[config.mk]
export PLATFORM = sky130hd
export DESIGN_NAME = spi_ctrl_port
export DESIGN_NICKNAME = d
export VERILOG_FILES = /design/src/rtl/spi_ctrl_pkg.sv /design/src/rtl/spi_pin_sync.sv /design/src/rtl/spi_mode_latch.sv /design/src/rtl/spi_frame_rx.sv /design/src/rtl/spi_ctrl_port.sv
export SDC_FILE = /design/constraint.sdc
export NUM_CORES = 1
export LEC_CHECK = 0
export BUFFER_PORTS_ARGS = -buffer_cell sky130_fd_sc_hd__buf_2
export CORE_AREA = 2 2 85 87
export DETAILED_ROUTE_END_ITERATION = 8
export DIE_AREA = 0 0 87 89
export GPL_ROUTABILITY_DRIVEN = 0
export GPL_TIMING_DRIVEN = 0
export PLACE_DENSITY = 0.45
export REMOVE_ABC_BUFFERS = 1
export SETUP_SLACK_MARGIN = 0.2
export SLEW_MARGIN = 20
export SYNTH_ARGS = -nofsm -noshare
export SYNTH_HDL_FRONTEND = slang
export SYNTH_SLANG_ARGS = --single-unit
export TNS_END_PERCENT = 1
[constraint.sdc]
create_clock -name clk_i -period 3.25 [get_ports clk_i]
set_input_delay 0.65 -clock clk_i [delete_from_list [all_inputs] [get_ports clk_i]]
set_output_delay 0.65 -clock clk_i [all_outputs]
set_load 0.01 [all_outputs]
[src/rtl/spi_ctrl_pkg.sv]
package spi_ctrl_pkg;
  typedef enum logic [1:0] {
    FR_CHIP = 2'd0,
    FR_PTR  = 2'd1,
    FR_DATA = 2'd2,
    FR_SKIP = 2'd3
  } frame_st_e;
endpackage

[src/rtl/spi_pin_sync.sv]
module spi_pin_sync #(
  parameter int WIDTH  = 3,
  parameter int STAGES = 2,
  parameter logic [WIDTH-1:0] FALL_MASK = '0
) (
  input  logic             clk_i,
  input  logic             rst_ni,
  input  logic [WIDTH-1:0] pin_i,
  output logic [WIDTH-1:0] lvl_o,
  output logic [WIDTH-1:0] edge_o
);
  localparam int CNT_W = $clog2(STAGES + 2);
  localparam logic [CNT_W-1:0] ARM_AT = CNT_W'(STAGES + 1);

  logic [CNT_W-1:0] arm_cnt_q;
  logic             armed;

  // edges are only trusted once the chain holds real samples
  always_ff @(posedge clk_i or negedge rst_ni) begin
    if (!rst_ni)                arm_cnt_q <= '0;
    else if (arm_cnt_q != ARM_AT) arm_cnt_q <= arm_cnt_q + 1'b1;
  end
  assign armed = (arm_cnt_q == ARM_AT);

  for (genvar g = 0; g < WIDTH; g++) begin : g_pin
    logic [STAGES-1:0] chain_q;
    logic              prev_q;

    always_ff @(posedge clk_i or negedge rst_ni) begin
      if (!rst_ni) begin
        chain_q <= '0;
        prev_q  <= 1'b0;
      end else begin
        chain_q <= {chain_q[STAGES-2:0], pin_i[g]};
        prev_q  <= chain_q[STAGES-1];
      end
    end

    assign lvl_o[g] = chain_q[STAGES-1];

    if (FALL_MASK[g]) begin : g_fall
      assign edge_o[g] = armed & prev_q & ~chain_q[STAGES-1];
    end else begin : g_rise
      assign edge_o[g] = armed & ~prev_q & chain_q[STAGES-1];
    end
  end
endmodule

[src/rtl/spi_mode_latch.sv]
module spi_mode_latch (
  input  logic clk_i,
  input  logic rst_ni,
  input  logic cs_fall_i,
  output logic mode_o
);
  logic mode_q;

  always_ff @(posedge clk_i or negedge rst_ni) begin
    if (!rst_ni)        mode_q <= 1'b0;
    else if (cs_fall_i) mode_q <= 1'b1;
  end

  assign mode_o = mode_q;
endmodule

[src/rtl/spi_frame_rx.sv]
module spi_frame_rx
  import spi_ctrl_pkg::*;
#(
  parameter int BYTE_W = 8,
  parameter int ADDR_W = 7,
  parameter logic [BYTE_W-1:0] CHIP_ID = 8'h98
) (
  input  logic              clk_i,
  input  logic              rst_ni,
  input  logic              mode_i,
  input  logic              cs_lvl_i,
  input  logic              cclk_rise_i,
  input  logic              cdin_lvl_i,
  output logic              wr_en_o,
  output logic [ADDR_W-1:0] wr_addr_o,
  output logic [BYTE_W-1:0] wr_data_o
);
  localparam int BIT_W   = $clog2(BYTE_W);
  localparam int INC_BIT = BYTE_W - 1;
  localparam logic [BIT_W-1:0] LAST_BIT = BIT_W'(BYTE_W - 1);

  frame_st_e         st_q;
  logic [BYTE_W-1:0] shift_q, shift_nx;
  logic [BIT_W-1:0]  bit_cnt_q;
  logic [BYTE_W-1:0] ptr_q;
  logic              active, take_bit, byte_done;
  logic              wr_en_q;
  logic [ADDR_W-1:0] wr_addr_q;
  logic [BYTE_W-1:0] wr_data_q;

  assign active    = mode_i & ~cs_lvl_i;
  assign take_bit  = active & cclk_rise_i;
  assign byte_done = take_bit & (bit_cnt_q == LAST_BIT);
  assign shift_nx  = {shift_q[BYTE_W-2:0], cdin_lvl_i};

  always_ff @(posedge clk_i or negedge rst_ni) begin
    if (!rst_ni) begin
      st_q      <= FR_CHIP;
      shift_q   <= '0;
      bit_cnt_q <= '0;
    end else if (!active) begin
      st_q      <= FR_CHIP;
      bit_cnt_q <= '0;
    end else if (take_bit) begin
      shift_q   <= shift_nx;
      bit_cnt_q <= byte_done ? '0 : bit_cnt_q + 1'b1;
      if (byte_done) begin
        unique case (st_q)
          FR_CHIP: st_q <= (shift_nx == CHIP_ID) ? FR_PTR : FR_SKIP;
          FR_PTR:  st_q <= FR_DATA;
          FR_DATA: st_q <= FR_DATA;
          FR_SKIP: st_q <= FR_SKIP;
          default: st_q <= FR_SKIP;
        endcase
      end
    end
  end

  // pointer survives chip-select high; only the next pointer byte replaces it
  always_ff @(posedge clk_i or negedge rst_ni) begin
    if (!rst_ni) begin
      ptr_q <= '0;
    end else if (byte_done && st_q == FR_PTR) begin
      ptr_q <= shift_nx;
    end else if (byte_done && st_q == FR_DATA && ptr_q[INC_BIT]) begin
      ptr_q[ADDR_W-1:0] <= ptr_q[ADDR_W-1:0] + 1'b1;
    end
  end

  always_ff @(posedge clk_i or negedge rst_ni) begin
    if (!rst_ni) begin
      wr_en_q   <= 1'b0;
      wr_addr_q <= '0;
      wr_data_q <= '0;
    end else begin
      wr_en_q <= byte_done && (st_q == FR_DATA);
      if (byte_done && st_q == FR_DATA) begin
        wr_addr_q <= ptr_q[ADDR_W-1:0];
        wr_data_q <= shift_nx;
      end
    end
  end

  assign wr_en_o   = wr_en_q;
  assign wr_addr_o = wr_addr_q;
  assign wr_data_o = wr_data_q;

  logic unused_ptr;
  assign unused_ptr = ^ptr_q;
endmodule

[src/rtl/spi_ctrl_port.sv]
module spi_ctrl_port #(
  parameter int SYNC_STAGES = 2,
  parameter int BYTE_W      = 8,
  parameter int ADDR_W      = 7,
  parameter logic [BYTE_W-1:0] CHIP_ID = 8'h98
) (
  input  logic              clk_i,
  input  logic              rst_ni,
  input  logic              cs_i,
  input  logic              cclk_i,
  input  logic              cdin_i,
  output logic              spi_mode_o,
  output logic              wr_en_o,
  output logic [ADDR_W-1:0] wr_addr_o,
  output logic [BYTE_W-1:0] wr_data_o
);
  localparam int PIN_N = 3;
  localparam int P_CS = 0, P_CCLK = 1, P_CDIN = 2;
  localparam logic [PIN_N-1:0] FALL_PINS = PIN_N'(1 << P_CS);

  logic [PIN_N-1:0] pin_lvl, pin_edge;
  logic             mode;

  spi_pin_sync #(
    .WIDTH    (PIN_N),
    .STAGES   (SYNC_STAGES),
    .FALL_MASK(FALL_PINS)
  ) u_sync (
    .clk_i (clk_i),
    .rst_ni(rst_ni),
    .pin_i ({cdin_i, cclk_i, cs_i}),
    .lvl_o (pin_lvl),
    .edge_o(pin_edge)
  );

  spi_mode_latch u_mode (
    .clk_i    (clk_i),
    .rst_ni   (rst_ni),
    .cs_fall_i(pin_edge[P_CS]),
    .mode_o   (mode)
  );

  spi_frame_rx #(
    .BYTE_W (BYTE_W),
    .ADDR_W (ADDR_W),
    .CHIP_ID(CHIP_ID)
  ) u_rx (
    .clk_i      (clk_i),
    .rst_ni     (rst_ni),
    .mode_i     (mode),
    .cs_lvl_i   (pin_lvl[P_CS]),
    .cclk_rise_i(pin_edge[P_CCLK]),
    .cdin_lvl_i (pin_lvl[P_CDIN]),
    .wr_en_o    (wr_en_o),
    .wr_addr_o  (wr_addr_o),
    .wr_data_o  (wr_data_o)
  );

  assign spi_mode_o = mode;

  logic unused_pins;
  assign unused_pins = pin_lvl[P_CCLK] ^ pin_edge[P_CDIN];
endmodule

# After elaboration in Yosys (flattened, before gate mapping)
# Cells that the tools add are included.
dict set report op_classes {
  eq_ne 9
  mux 10
  n_reduce_logical 8
  addsub 3
  n_bitwise 9
}
# op count
set op_table {}
lappend op_table {{7-bit 2-to-1 mux} 2}
lappend op_table {{3-bit 2-to-1 mux} 3}
lappend op_table {{8-bit == test, second input constant} 1}
lappend op_table {{2-bit 2-to-1 mux} 4}
lappend op_table {{7-bit by 1-bit adder with 7-bit output, second input constant} 1}
lappend op_table {{1-bit bitwise AND} 7}
lappend op_table {{2-bit == test, second input constant} 3}
lappend op_table {{2-bit inequality test, second input constant} 3}
lappend op_table {{2-bit case mux with 3 select lines} 1}
lappend op_table {{2-bit AND reduction} 2}
lappend op_table {{3-bit by 1-bit adder with 3-bit output, second input constant} 1}
lappend op_table {{3-bit == test, second input constant} 1}
lappend op_table {{1-bit logical AND} 3}
lappend op_table {{2-bit by 1-bit adder with 2-bit output, second input constant} 1}
lappend op_table {{2-bit by 1-bit == test with 1-bit output, second input constant} 1}
lappend op_table {{2-bit logical NOT} 1}
lappend op_table {{1-bit inverter} 2}
lappend op_table {{2-bit nonzero test} 1}
lappend op_table {{2-bit OR reduction} 1}
dict set report word_totals {
  reg_bits 47
  output_inout_bits 17
}

# Logic depth before layout (Yosys ltp)
dict set report logic_depth {
  depth_word 9
  mapped_depth 7
  depth_no_buf 6
}

# Hierarchy
# From an unflattened synthesis, not the netlist that was laid out.
dict set report hier_totals {
  cells_unflattened 148
  hier_area_um2 2026.9
}
# module cells_each area_per_inst_um2 seq_area_each_um2 instances
set by_module_without_submodules {}
lappend by_module_without_submodules {spi_frame_rx 126 1631.6 900.9 1}
lappend by_module_without_submodules {spi_pin_sync 20 364.1 275.3 1}
lappend by_module_without_submodules {spi_mode_latch 2 31.3 25.0 1}

# Worst setup path after synthesis
# No wires, ideal clock.
dict set report synth_path {
  path_kind {reg-to-reg}
  startpoint {reg u_rx.bit_cnt_q[0]}
  endpoint {reg u_rx.wr_addr_q[0] (netlist: u_rx.wr_addr_o[0])}
  path_stages_with_launch 8
  slack_ns 1.545
  arrival_time_ns 1.580
  path_buffers 1
  cell_sequence {dfrtp_1 > ha_1 > ha_1 > nand3b_4 > nor2_4 > nand2_2 > buf_6 > mux2_2}
}
dict set report synth_between {
  elab_chain_cells 3
}
# element line
set synth_rtl {}
lappend synth_rtl {{start: declaration} spi_frame_rx.sv:24} ;# logic [BIT_W-1:0] bit_cnt_q;
lappend synth_rtl {{start signal: assignment} spi_frame_rx.sv:46} ;# bit_cnt_q <= byte_done ? '0 : bit_cnt_q + 1'b1;
lappend synth_rtl {{3-bit == test} spi_frame_rx.sv:33} ;# assign byte_done = take_bit & (bit_cnt_q == LAST_BIT);
lappend synth_rtl {{1-bit bitwise AND} spi_frame_rx.sv:33}
lappend synth_rtl {{1-bit logical AND} spi_frame_rx.sv:77} ;# if (byte_done && st_q == FR_DATA) begin
lappend synth_rtl {{end signal: assignment} spi_frame_rx.sv:78} ;# wr_addr_q <= ptr_q[ADDR_W-1:0];
lappend synth_rtl {{end: declaration} spi_frame_rx.sv:28} ;# logic [ADDR_W-1:0] wr_addr_q;
# Every way passes these cells.
# A chain may end at the register's enable or synchronous reset.

# Final worst setup path
dict set report layout_path {
  startpoint {reg u_sync.arm_cnt_q[0]}
  endpoint {reg u_rx.ptr_q[0]}
}
dict set report layout_between {
  elab_chain_cells 8
  elab_cells_between_ends 10
  classes_between {eq/ne (1); mux (1); bitwise (4); reduce/logical (4)}
}
# element line
set layout_rtl {}
lappend layout_rtl {{start: declaration} spi_pin_sync.sv:15} ;# logic [CNT_W-1:0] arm_cnt_q;
lappend layout_rtl {{start signal: assignment} spi_pin_sync.sv:21} ;# else if (arm_cnt_q != ARM_AT) arm_cnt_q <= arm_cnt_q + 1'b1;
lappend layout_rtl {{2-bit == test (*)} spi_pin_sync.sv:23} ;# assign armed = (arm_cnt_q == ARM_AT);
lappend layout_rtl {{1-bit bitwise AND (*) (2 in a row)} spi_pin_sync.sv:44} ;# assign edge_o[g] = armed & ~prev_q & chain_q[STAGES-1];
lappend layout_rtl {{1-bit bitwise AND (*)} spi_frame_rx.sv:32} ;# assign take_bit = active & cclk_rise_i;
lappend layout_rtl {{1-bit bitwise AND (*)} spi_frame_rx.sv:33}
lappend layout_rtl {{1-bit logical AND (2 in a row)} spi_frame_rx.sv:65} ;# end else if (byte_done && st_q == FR_DATA && ptr_q[INC_BIT]) begin
lappend layout_rtl {{2-bit nonzero test (no source line)} n/a}
lappend layout_rtl {{end signal: assignment} spi_frame_rx.sv:64} ;# ptr_q <= shift_nx;
lappend layout_rtl {{end signal: indexed assignment} spi_frame_rx.sv:66} ;# ptr_q[ADDR_W-1:0] <= ptr_q[ADDR_W-1:0] + 1'b1;
lappend layout_rtl {{end: declaration} spi_frame_rx.sv:25} ;# logic [BYTE_W-1:0] ptr_q;
# Every way passes the cells marked *; elsewhere a longest branch is shown, timed or not.

==> results.yml <==
run_status:
  status: "finished, final reports clean"
synth:
  yosysSeqAreaShare_pct: 57.0
  synth_fa_ha_area_share_pct: 4.25
  avgSynthCellArea_um2: 13.6
  syn_inst: 152
  synth_edf_count: 0
  ys.flop_type: "dfrtp_1"
  synthArstFlopShare_pct: 100
  yosys.area_share.simple_pct: 12.3
  synth-compound-area-share_pct: 6.74
  synth_cell_types: 38
  synth.largest_area_cell: "dfrtp_1"
  ys_ff_latch: 47
  post_synth_main_area_contributors: "dfrtp_1, mux2_2, ha_1, mux2i_1, nand3b_4"
  synth_area_mm2: 0.00206
  yosysTopAreaCellShare_pct: 57.0
  muxShareOfSynthArea_pct: 16.0
  synth_top_family_by_area: "multiplexers"
  ys_warn_count: 0
  yosys.area_share.xor_xnor_pct: 0.425
timing:
  final-hold-violation-count: 0
  max-slew-margin-rel_pct: 35.3
  fmax_mhz: 444
  holdWs_ns: 0.346
  drv_slew: 0
  worst_pin_slew_ns: 0.965
  rsz0062_at_grt: "no"
  final-setup-viol-count: 0
  final.period_utilization_pct: 69.3
  fin_setup_tns_ns: 0
  fin_skew_ns: 0.0122
  post-route-min-period_ns: 2.25
floorplan:
  die_height_um: 89
  fp.dieW_um: 87
  core_mm2: 0.00672
  io_pins: 22
  initial_core_util_pct: 30.7
  die_area_mm2: 0.00774
  rows: 30
power:
  swShare_pct: 26.5
  p_leak_uw: 0.00110
  internal_power_uw: 817
  power_density_mw_per_mm2: 479
  vdd_ir_drop_max_mv: 0.241
  p_comb_share_pct: 5.9
  pwr-share-clk_pct: 32.7
  total_power_uw: 1110
  power_frac_seq_pct: 61.5
  switchingPower_uw: 294
clock_tree:
  cts_made_buffers: 5
  post_cts_buffers: 0
  root_buffer: "clkbuf_8"
  cts_hold_buf: 0
  cts.sinks: 47
  insertion_delay_ns: 0.30
  clk_pin_slew_worst_paths_ns: 0.10
  tritoncts: "done"
  htree_levels: 2
  post_cts_resize_count: 0
  clk_path_buf_depth: 2
detailed_routing:
  viasPerCell: 4.89
  top_layer: "met4"
  wl_met2_mm: 1.74
  wl_met1_mm: 1.73
  ant_nets: 0
  num_vias: 1257
  drc: 0
  drtPass1Iterations: 4
  drtIter0Drc: 76
  drt_wl_total_mm: 3.67
  post_drt_wl_per_cell_um: 14.3
  dr_wl_met3_um: 145
final_layout:
  nets: 188
  drive_above_1_share_pct: 35.6
  postLayoutCoreUtil_pct: 34.5
  instances_no_fill: 257
  diodes: 0
  synthToLayoutAreaGrowth_pct: 12.6
critical_path:
  startpoint_type: "register"
  cp_slowest_stage_delay_ns: 0.82
  worst-path-buf-inv: 0
  endpoint_kind: "register"
  critical_path_class: "reg -> reg"
  crit_family: "simple AND/OR/NAND/NOR gates"
  critPathMaxFanout: 12
  critical_path_arrival_ns: 2.45
  path_cells: "ha_1 -> nand3b_4 -> nor3_2 -> nor2_1 -> a221o_1"
  required_ns: 3.45
  slowest_stage: "nor3_2"
place:
  placed_cells: 249
  port_buffers: 21
  hpwlAfterDp_mm: 2.51
global_route:
  antenna_found_initial: 0
  track_usage_pct: 10.9
  grt_pass1_wl_mm: 6.50
  grt_overflow: 0
  grt_pass1_vias: 1318
  grt_max_degree: 48
min_path:
  min_path_type: "in -> async"
job:
  maxCapViolCount: 0
[worst paths after layout]
kind                                                           start                                   end  slack, ns  depth (start not counted)
worst min-delay path                                          rst_ni         u_rx.wr_data_o[5]$_DFFE_PN0P_       0.35                          1
min in group clk_i              u_sync.g_pin[1].chain_q[0]$_DFF_PN0_  u_sync.g_pin[1].chain_q[1]$_DFF_PN0_       0.35                          0
worst max register to register       u_sync.arm_cnt_q[0]$_DFFE_PN0P_             u_rx.ptr_q[0]$_DFFE_PN0P_        1.0                          5
worst min register to register  u_sync.g_pin[1].chain_q[0]$_DFF_PN0_  u_sync.g_pin[1].chain_q[1]$_DFF_PN0_       0.35                          0
worst max-delay path                 u_sync.arm_cnt_q[0]$_DFFE_PN0P_             u_rx.ptr_q[0]$_DFFE_PN0P_        1.0                          5
max in group asynchronous                                     rst_ni              u_rx.st_q[0]$_DFFE_PN0P_       2.50                          1
[worst register-to-register path: stages, from the launching register on]
cell and delay [ns]:
dfrtp_1 0.38, ha_1 0.29, nand3b_4 0.23, nor3_2 0.82, nor2_1 0.08, a221o_1 0.34
[per-layer routing]
layer  global-route usage [%]  vias to the layer above
li1                         -                      592
met1                     14.2                      636
met2                     17.6                       23
met3                     2.86                        6
met4                     4.26                        0
met5                        0                        -
[cell usage in the layout, fill, tap and decap left out, types with 2 or more instances in the layout]
master,synthesis,layout
nand3b_4,2,2
ha_1,7,7
inv_1,7,7
a22oi_1,2,2
a211oi_1,2,2
nor3_1,2,2
nor2_1,9,9
nand2_1,4,4
clkinvlp_4,0,2
a21oi_1,5,5
and2_1,2,2
buf_2,0,20
mux2i_1,6,6
nand3_1,5,5
mux2_2,24,24
clkbuf_8,0,5
dfrtp_1,47,47
and4_1,2,2
nand4_1,2,2
[power groups by stage]
| stage | combinational (uW) | clock (uW) | sequential (uW) |
|---|---|---|---|
| 2_1_floorplan | 47.5 | 0 | 669 |
| 3_3_place_gp | 64.0 | 0 | 695 |
| 3_5_place_dp | 67.8 | 0 | 696 |
| 4_1_cts | 68.0 | 375 | 684 |
| 5_1_grt | 73.9 | 403 | 693 |
| 6_report | 65.3 | 363 | 683 |
[registers in the layout, summed over array words and instances (netlist names)]
name	flops
u_mode.mode_o	1
u_rx.wr_addr_o	7
u_sync.arm_cnt_q	2
u_sync.g_pin.chain_q	6
u_rx.shift_q	7
u_sync.g_pin.prev_q	2
u_rx.wr_en_o	1
u_rx.st_q	2
u_rx.wr_data_o	8
u_rx.bit_cnt_q	3
u_rx.ptr_q	8
[through the flow]
step / setup slack [ns] / instance area [um2]
2_1_floorplan: 1.30 / 2020
3_3_place_gp: 1.07 / 2230
3_5_place_dp: 1.00 / 2230
4_1_cts: 0.993 / 2320
5_1_grt: 0.833 / 2320
6_report: 0.997 / 2320
[cell families (layout without fill, tap and decap cells)]
kind of cell    Yosys count  after routing
flops                    47             47
simple gates             38             38
mux                      30             30
compound gates           18             18
buf+inv                  11             36
fa+ha+maj                 7              7
xor+xnor                  1              1
[area by class of cell]
type | count | area, um2
fill | 645 | 4400
sequential | 47 | 1180
multi-input combinational | 94 | 818
timing repair buffer | 21 | 108
tap | 80 | 100
clock buffer | 5 | 68.8
inverter | 7 | 26.3
clock inverter | 3 | 23.8
[synthesized netlist by cell type, types with 2 or more instances]
library cell  instances
dfrtp_1              47
buf_6                 3
nand3b_4              2
nand3_1               5
nand2_1               4
ha_1                  7
nor2_1                9
and4_1                2
inv_1                 7
mux2_2               24
nand4_1               2
nor3_1                2
a21oi_1               5
and2_1                2
a22oi_1               2
mux2i_1               6
a211oi_1              2
(Power assumes the default switching activity.)
